`src/rtl/alu_pkg.sv`:
```
`timescale 1ns/1ps
package alu_pkg;

    localparam int XLEN = 32;
    localparam int OPW  = 5;
    localparam int SHW  = $clog2(XLEN);

    typedef enum logic [OPW-1:0] {
        OP_ADD    = 5'd0,
        OP_SUB    = 5'd1,
        OP_MUL    = 5'd2,
        OP_MULHSS = 5'd3,
        OP_MULHUU = 5'd4,
        OP_MULHSU = 5'd5,
        OP_DIVS   = 5'd6,
        OP_DIVU   = 5'd7,
        OP_CEQ    = 5'd8,
        OP_CNE    = 5'd9,
        OP_CGE    = 5'd10,
        OP_CGEU   = 5'd11,
        OP_CLT    = 5'd12,
        OP_CLTU   = 5'd13,
        OP_AND    = 5'd14,
        OP_OR     = 5'd15,
        OP_NOR    = 5'd16,
        OP_XOR    = 5'd17,
        OP_SLL    = 5'd18,
        OP_SRL    = 5'd19,
        OP_SRA    = 5'd20,
        OP_ROL    = 5'd21,
        OP_ROR    = 5'd22
    } alu_op_e;

    typedef enum logic [2:0] {
        SK_SLL, SK_SRL, SK_SRA, SK_ROL, SK_ROR
    } shift_kind_e;

    typedef struct packed {
        logic [XLEN-1:0] hi;
        logic [XLEN-1:0] lo;
    } prod_t;

    typedef struct packed {
        logic            go;
        logic            sgn;
        logic [XLEN-1:0] dividend;
        logic [XLEN-1:0] divisor;
    } div_req_t;

    function automatic logic is_div(logic [OPW-1:0] code);
        return (code == OP_DIVS) || (code == OP_DIVU);
    endfunction

    function automatic logic is_cmp(logic [OPW-1:0] code);
        return (code >= OP_CEQ) && (code <= OP_CLTU);
    endfunction

    function automatic logic is_shift(logic [OPW-1:0] code);
        return (code >= OP_SLL) && (code <= OP_ROR);
    endfunction

    function automatic shift_kind_e shift_kind(logic [OPW-1:0] code);
        case (code)
            OP_SLL:  return SK_SLL;
            OP_SRL:  return SK_SRL;
            OP_SRA:  return SK_SRA;
            OP_ROL:  return SK_ROL;
            default: return SK_ROR;
        endcase
    endfunction

endpackage

```
`src/rtl/alu_shift.sv`:
```
`timescale 1ns/1ps
module alu_shift
    import alu_pkg::*;
#(
    parameter int W = 32
) (
    input  logic [W-1:0]         data_i,
    input  logic [$clog2(W)-1:0] amt_i,
    input  shift_kind_e          kind_i,
    output logic [W-1:0]         data_o
);
    localparam int SW = $clog2(W);

    logic          to_left;
    logic          wrap;
    logic          fill;
    logic [W-1:0]  din;
    logic [W-1:0]  stage [0:SW];

    assign to_left = (kind_i == SK_SLL) || (kind_i == SK_ROL);
    assign wrap    = (kind_i == SK_ROL) || (kind_i == SK_ROR);
    assign fill    = (kind_i == SK_SRA) ? data_i[W-1] : 1'b0;

    // Left operations reuse the right-moving network on bit-reversed data.
    for (genvar i = 0; i < W; i++) begin : g_rev_in
        assign din[i] = to_left ? data_i[W-1-i] : data_i[i];
    end

    assign stage[0] = din;

    for (genvar s = 0; s < SW; s++) begin : g_stage
        localparam int SH = 1 << s;
        logic [SH-1:0] upper;
        assign upper = wrap ? stage[s][SH-1:0] : {SH{fill}};
        assign stage[s+1] = amt_i[s] ? {upper, stage[s][W-1:SH]} : stage[s];
    end

    for (genvar i = 0; i < W; i++) begin : g_rev_out
        assign data_o[i] = to_left ? stage[SW][W-1-i] : stage[SW][i];
    end

endmodule

```
`src/rtl/alu_mul.sv`:
```
`timescale 1ns/1ps
module alu_mul #(
    parameter int W = 32
) (
    input  logic [W-1:0]   a_i,
    input  logic [W-1:0]   b_i,
    input  logic           a_signed_i,
    input  logic           b_signed_i,
    output logic [2*W-1:0] prod_o
);
    logic [2*W-1:0] a_ext;
    logic [2*W-1:0] b_ext;

    // Extending both factors to full product width makes one modular
    // multiply serve every signedness mix.
    assign a_ext  = {{W{a_signed_i & a_i[W-1]}}, a_i};
    assign b_ext  = {{W{b_signed_i & b_i[W-1]}}, b_i};
    assign prod_o = a_ext * b_ext;

endmodule

```
`src/rtl/alu_div.sv`:
```
`timescale 1ns/1ps
module alu_div #(
    parameter int W = 32
) (
    input  logic         clk,
    input  logic         rst,
    input  logic         go_i,
    input  logic         sgn_i,
    input  logic [W-1:0] a_i,
    input  logic [W-1:0] b_i,
    output logic         busy_o,
    output logic         done_o,
    output logic [W-1:0] q_o
);
    localparam int CW = $clog2(W + 1);

    logic [CW-1:0] cnt;
    logic          busy_q;
    logic          done_q;
    logic          neg_q;
    logic          zero_q;
    logic [W-1:0]  rem_q;
    logic [W-1:0]  quo_q;
    logic [W-1:0]  dvs_q;
    logic [W-1:0]  res_q;

    logic [W:0]    rem_sh;
    logic          ge;
    logic [W-1:0]  diff;
    logic [W-1:0]  rem_nx;
    logic [W-1:0]  quo_nx;
    logic [W-1:0]  fin;
    logic [W-1:0]  a_mag;
    logic [W-1:0]  b_mag;

    always_comb begin
        rem_sh = {rem_q, quo_q[W-1]};
        ge     = rem_sh >= {1'b0, dvs_q};
        diff   = rem_sh[W-1:0] - dvs_q;
        rem_nx = ge ? diff : rem_sh[W-1:0];
        quo_nx = {quo_q[W-2:0], ge};
        fin    = zero_q ? '1 : (neg_q ? -quo_nx : quo_nx);
        a_mag  = (sgn_i && a_i[W-1]) ? -a_i : a_i;
        b_mag  = (sgn_i && b_i[W-1]) ? -b_i : b_i;
    end

    always_ff @(posedge clk) begin
        if (rst) begin
            cnt    <= '0;
            busy_q <= 1'b0;
            done_q <= 1'b0;
            neg_q  <= 1'b0;
            zero_q <= 1'b0;
            rem_q  <= '0;
            quo_q  <= '0;
            dvs_q  <= '0;
            res_q  <= '0;
        end else begin
            done_q <= 1'b0;
            if (!busy_q) begin
                if (go_i) begin
                    busy_q <= 1'b1;
                    cnt    <= CW'(W);
                    rem_q  <= '0;
                    quo_q  <= a_mag;
                    dvs_q  <= b_mag;
                    neg_q  <= sgn_i & (a_i[W-1] ^ b_i[W-1]);
                    zero_q <= (b_i == '0);
                end
            end else begin
                rem_q <= rem_nx;
                quo_q <= quo_nx;
                cnt   <= cnt - 1'b1;
                if (cnt == CW'(1)) begin
                    busy_q <= 1'b0;
                    done_q <= 1'b1;
                    res_q  <= fin;
                end
            end
        end
    end

    assign busy_o = busy_q;
    assign done_o = done_q;
    assign q_o    = res_q;

    AST_DONE_SINGLE_PULSE: assert property (@(posedge clk) disable iff (rst)
        done_q |=> !done_q);
    AST_DONE_CLOSES_BUSY: assert property (@(posedge clk) disable iff (rst)
        done_q |-> (!busy_q && $past(busy_q)));
    AST_CNT_IN_RANGE: assert property (@(posedge clk) disable iff (rst)
        busy_q |-> (cnt >= CW'(1) && cnt <= CW'(W)));
    AST_QUOT_HELD_WHILE_BUSY: assert property (@(posedge clk) disable iff (rst)
        (busy_q && $past(busy_q)) |-> $stable(res_q));
    AST_RESTART_IGNORED: assert property (@(posedge clk) disable iff (rst)
        (busy_q && go_i && cnt > CW'(1)) |=> (busy_q && cnt == $past(cnt) - 1'b1));

endmodule

```
`src/rtl/int_exec_unit.sv`:
```
`timescale 1ns/1ps
module int_exec_unit
    import alu_pkg::*;
(
    input  logic            clk,
    input  logic            rst,
    input  logic [OPW-1:0]  op_i,
    input  logic [XLEN-1:0] opa_i,
    input  logic [XLEN-1:0] opb_i,
    input  logic [SHW-1:0]  shamt_i,
    input  logic            start_i,
    output logic [XLEN-1:0] result_o,
    output logic            illegal_o,
    output logic            busy_o,
    output logic            done_o
);
    alu_op_e         op;
    prod_t           prod;
    div_req_t        dreq;
    logic [XLEN-1:0] shift_res;
    logic [XLEN-1:0] div_q;
    logic            mul_a_sgn;
    logic            mul_b_sgn;
    logic            lt_s;
    logic            lt_u;
    logic            eq;

    assign op = alu_op_e'(op_i);

    assign mul_a_sgn = (op == OP_MULHSS) || (op == OP_MULHSU);
    assign mul_b_sgn = (op == OP_MULHSS);

    alu_mul #(.W(XLEN)) u_mul (
        .a_i        (opa_i),
        .b_i        (opb_i),
        .a_signed_i (mul_a_sgn),
        .b_signed_i (mul_b_sgn),
        .prod_o     (prod)
    );

    alu_shift #(.W(XLEN)) u_shift (
        .data_i (opa_i),
        .amt_i  (shamt_i),
        .kind_i (shift_kind(op_i)),
        .data_o (shift_res)
    );

    always_comb begin
        dreq.go       = start_i && is_div(op_i);
        dreq.sgn      = (op == OP_DIVS);
        dreq.dividend = opa_i;
        dreq.divisor  = opb_i;
    end

    alu_div #(.W(XLEN)) u_div (
        .clk    (clk),
        .rst    (rst),
        .go_i   (dreq.go),
        .sgn_i  (dreq.sgn),
        .a_i    (dreq.dividend),
        .b_i    (dreq.divisor),
        .busy_o (busy_o),
        .done_o (done_o),
        .q_o    (div_q)
    );

    assign eq   = (opa_i == opb_i);
    assign lt_s = ($signed(opa_i) < $signed(opb_i));
    assign lt_u = (opa_i < opb_i);

    always_comb begin
        result_o  = '0;
        illegal_o = 1'b0;
        case (op)
            OP_ADD:    result_o = opa_i + opb_i;
            OP_SUB:    result_o = opa_i - opb_i;
            OP_MUL:    result_o = prod.lo;
            OP_MULHSS,
            OP_MULHUU,
            OP_MULHSU: result_o = prod.hi;
            OP_DIVS,
            OP_DIVU:   result_o = div_q;
            OP_CEQ:    result_o = XLEN'(eq);
            OP_CNE:    result_o = XLEN'(!eq);
            OP_CGE:    result_o = XLEN'(!lt_s);
            OP_CGEU:   result_o = XLEN'(!lt_u);
            OP_CLT:    result_o = XLEN'(lt_s);
            OP_CLTU:   result_o = XLEN'(lt_u);
            OP_AND:    result_o = opa_i & opb_i;
            OP_OR:     result_o = opa_i | opb_i;
            OP_NOR:    result_o = ~(opa_i | opb_i);
            OP_XOR:    result_o = opa_i ^ opb_i;
            OP_SLL,
            OP_SRL,
            OP_SRA,
            OP_ROL,
            OP_ROR:    result_o = shift_res;
            default:   illegal_o = 1'b1;
        endcase
    end

    AST_ILLEGAL_GIVES_ZERO: assert property (@(posedge clk) disable iff (rst)
        illegal_o |-> (result_o == '0));
    AST_CMP_SINGLE_BIT: assert property (@(posedge clk) disable iff (rst)
        is_cmp(op_i) |-> (result_o[XLEN-1:1] == '0));
    AST_SHIFT_ZERO_PASSES: assert property (@(posedge clk) disable iff (rst)
        (is_shift(op_i) && shamt_i == '0) |-> (result_o == opa_i));

endmodule

```
`config.mk`:
```
export PLATFORM = sky130hd
export DESIGN_NAME = int_exec_unit
export DESIGN_NICKNAME = d
export VERILOG_FILES = /design/src/rtl/alu_pkg.sv /design/src/rtl/alu_shift.sv /design/src/rtl/alu_mul.sv /design/src/rtl/alu_div.sv /design/src/rtl/int_exec_unit.sv
export SDC_FILE = /design/constraint.sdc
export NUM_CORES = 2
export LEC_CHECK = 0
export BUFFER_PORTS_ARGS = -buffer_cell sky130_fd_sc_hd__buf_2
export CAP_MARGIN = 20
export CORE_ASPECT_RATIO = 0.8
export CORE_MARGIN = 2
export CORE_UTILIZATION = 35
export CTS_CLUSTER_DIAMETER = 60
export DETAILED_ROUTE_END_ITERATION = 12
export MAX_ROUTING_LAYER = met4
export PLACE_DENSITY_LB_ADDON = 0.3
export SLEW_MARGIN = 20
export SYNTH_ARGS = -nofsm -noshare
export SYNTH_HDL_FRONTEND = slang
export SYNTH_SLANG_ARGS = --single-unit
```
`constraint.sdc`:
```
create_clock -name clk -period 17.5 [get_ports clk]
set_input_delay 3.5 -clock clk [delete_from_list [all_inputs] [get_ports clk]]
set_output_delay 3.5 -clock clk [all_outputs]
set_load 0.02 [all_outputs]
```
==> impl_metrics.tcl <==
set metrics [dict create \
    ctsResizeCount 0 \
    clockBufferDepth 2 \
    drt_iter0_markers 5955 \
    reg2reg_from "u_div.dvs_q[1]" \
    cpMostUsedCell "fa_1" \
    ant_nets 0 \
    post_cts_buffers 0 \
    whs_path_depth 2 \
    finalCritPeriodShare 0.9905 \
    dieHeight_um 357.2 \
    globalRouteOverflowTotal 0 \
    critPathRequiredTime_ps 14000 \
    rr_endpoint "u_div.q_o[26]" \
    regArea_mm2 0.002766 \
    wire_per_inst_um 27.17 \
    start_util 0.3527 \
    grt.total_usage 0.3036 \
    endpoint_kind "output port" \
    yosysSeqAreaShare 0.05061 \
    avgSynthCellArea_um2 8.213 \
    grt_pass1_vias 48690 \
    antenna_found_initial 19 \
    cts_hold_buf 0 \
    port_buffers 111 \
    clk_latency_ps 480 \
    syn_area_mm2 0.05459 \
    hold_viol 0 \
    hp-start "u_div.dvs_q[31]" \
    pre_cts_ws_ps 496.0 \
    dr.pass1.iters 9 \
    place.gp.congestion 1.073 \
    dieArea_mm2 0.1592 \
    clkTransAtPathRegs_ps 70 \
    root_buffer "clkbuf_16" \
    routed_wl_mm 233.6 \
    final_max_slew_viol_count 0 \
    synth-edff-count 0 \
    slew_headroom 0.1726 \
    min_to "u_div.dvs_q[31]" \
    ys_seq_elements 138 \
    status "finished clean" \
    cpPeakStageDelay_ps 720 \
    drc 0 \
    n_fill_cell 16010 \
    numCtsBuffers 17 \
    area_growth_pct 6.636 \
    start_kind "input port" \
    crit_fanout 15 \
    rsz0062_at_grt "false" \
    r2r_slack_ps 11460 \
    drv_cap 0 \
    fp-row-count 129 \
    layout_min_cycle_time_ps 17330 \
    multi_input_area_mm2 0.04517 \
    fin_worst_hold_slack_ps 461.6 \
    synth_ff_type "dfxtp_1" \
    synthCells 6646 \
    tritoncts "built" \
    synth_cell_type_count 86 \
    place.detailed.hpwl_mm 189.9 \
    clock_skew_ps 12.42 \
    yosysWarnings 0 \
    drive_above_1_share 0.06526 \
    max_freq_mhz 57.69 \
    hold_path.class "flop to flop" \
    vias 48780 \
    arrival_ps 13830 \
    setup_viol 0 \
    setup_tns_ps 0 \
    finalNetCount 8095 \
    grt_max_degree 75 \
    vias_per_cell 5.674 \
    ff2ff_path_depth 20 \
    ios 112 \
    cts.htree.levels 4 \
    critPathKind "input port to output port" \
    worst_slack_ps 166.1 \
    synth_nets 8196 \
    clkSinkCount 138 \
    core_area_mm2 0.1548 \
    slowest_stage "o21ai_0" \
    die_x_um 445.5 \
    tightest_slew_ps 1238 \
    ys_async_sr_fraction 0 \
    grt_pass1_wl_mm 342.3 \
]
==> worst max-delay path by stage <==
stage          startpoint      endpoint  slack (ps)
2_1_floorplan     op_i[0]  result_o[26]        1750
3_3_place_gp      op_i[2]  result_o[21]         530
3_5_place_dp      op_i[2]  result_o[21]         500
4_1_cts           op_i[2]  result_o[21]         470
5_1_grt           op_i[2]  result_o[21]          20
6_report          op_i[2]  result_o[21]         170
==> layout by cell type (no fill, tap or decap), types with 18 or more instances in the layout <==
cell type / count
inv_1: 1338
fa_1: 1128
nand2_1: 973
nor2_1: 609
ha_1: 345
a21oi_1: 266
buf_4: 190
o21ai_0: 187
xnor2_1: 140
dfxtp_1: 137
a211oi_1: 118
buf_2: 110
a21o_1: 61
mux2i_1: 61
xor2_1: 58
nor3_1: 50
nand3_1: 48
o31ai_1: 41
nand4_1: 37
a31oi_1: 36
mux4_2: 34
a311oi_1: 33
a221oi_1: 31
or3_1: 27
nand2b_1: 26
o211ai_1: 26
nor2b_1: 25
a222oi_1: 21
o21a_1: 20
o221ai_1: 20
o21bai_1: 20
nor4_1: 20
and3_1: 18
==> through the flow <==
step	std cells	utilization	instance area, um2
after global placement	8556	0.3718	57560
after detailed placement	8556	0.3718	57560
after CTS	8588	0.3758	58180
final	8597	0.3761	58210
after global routing	8595	0.3760	58200
after floorplan	6646	-	54590
==> worst max-delay path: cells and delay by family <==
kind,cells,cell delay (ps)
adder cells (fa/ha/maj),9,4720
AO/OA/AOI/OAI,5,2260
AND/OR/NAND/NOR,7,2210
buffers and inverters,8,1100
==> Yosys cell counts (11+ instances only) <==
master        n  area, um2
o2111ai_1    12      105.1
a21o_1       61      457.9
and2_1       14      87.58
a222oi_1     21      210.2
ha_1        345       4317
o31ai_1      41      307.8
o22ai_1      14      87.58
a31oi_1      36      225.2
a22oi_1      15      112.6
a21oi_1     266       1331
or3_1        27      168.9
a211o_1      11      96.34
xnor2_1     140       1226
o21bai_1     20      150.1
nor4_1       21      131.4
nand3_1      48      240.2
mux2i_1      61      610.6
a311oi_1     33      289.0
fa_1       1128      22580
nand2_1     973       3652
nor2_1      611       2293
inv_1      1338       5022
a211oi_1    118      885.9
mux4_2       34      765.7
nor3_1       56      280.3
o21a_1       20      150.1
o221ai_1     20      175.2
nor2b_1      26      162.7
dfxtp_1     138       2763
xor2_1       58      508.0
nand4_1      37      231.5
or4_1        15      112.6
a221oi_1     31      271.5
o41ai_1      14      122.6
buf_1        76      285.3
o21ai_0     187      935.9
and3_1       18      112.6
buf_2        12      60.06
clkbuf_1    329       1235
o211ai_1     26      195.2
a221o_1      16      160.2
nand2b_1     26      162.7
==> layout make-up <==
cell class / instances / share of cell area
multi-input cells: 4731 / 0.7760
inverters: 1356 / 0.08744
flip-flops and latches: 138 / 0.04753
well taps: 2030 / 0.04364
repair buffers: 301 / 0.03431
clock buffers: 20 / 0.007674
clock inverters: 12 / 0.002988
diodes: 9 / 0.0003869
==> metal layers <==
metal,GRT usage,part of all wire,vias up
li1,-,-,20620
met1,0.4228,0.43,24950
met2,0.4244,0.41,2799
met3,0.07464,0.12,413
met4,0.1112,0.046,0
met5,-,0,-
==> registers in the layout, summed over array words and instances (netlist names) <==
| name | flops |
|---|---|
| u_div.dvs_q | 32 |
| u_div.neg_q | 1 |
| u_div.zero_q | 1 |
| u_div.rem_q | 32 |
| u_div.cnt | 6 |
| u_div.done_o | 1 |
| u_div.quo_q | 32 |
| u_div.q_o | 32 |
| u_div.busy_o | 1 |
==> logic make-up (layout without fill, tap and decap cells) <==
| kind of cell | count (synthesis) | count (layout) | share of synthesized area |
|---|---|---|---|
| compound gates | 1045 | 1045 | 0.1285 |
| xor+xnor | 198 | 198 | 0.03177 |
| fa+ha+maj | 1473 | 1473 | 0.4928 |
| buf+inv | 1777 | 1689 | 0.1230 |
| flops | 138 | 138 | 0.05061 |
| mux | 107 | 107 | 0.02796 |
| other cells | 0 | 9 | 0 |
| simple gates | 1908 | 1908 | 0.1453 |
Power is not shown: default switching activity piles up to over one toggle a cycle in this logic, so the estimate is an artifact.
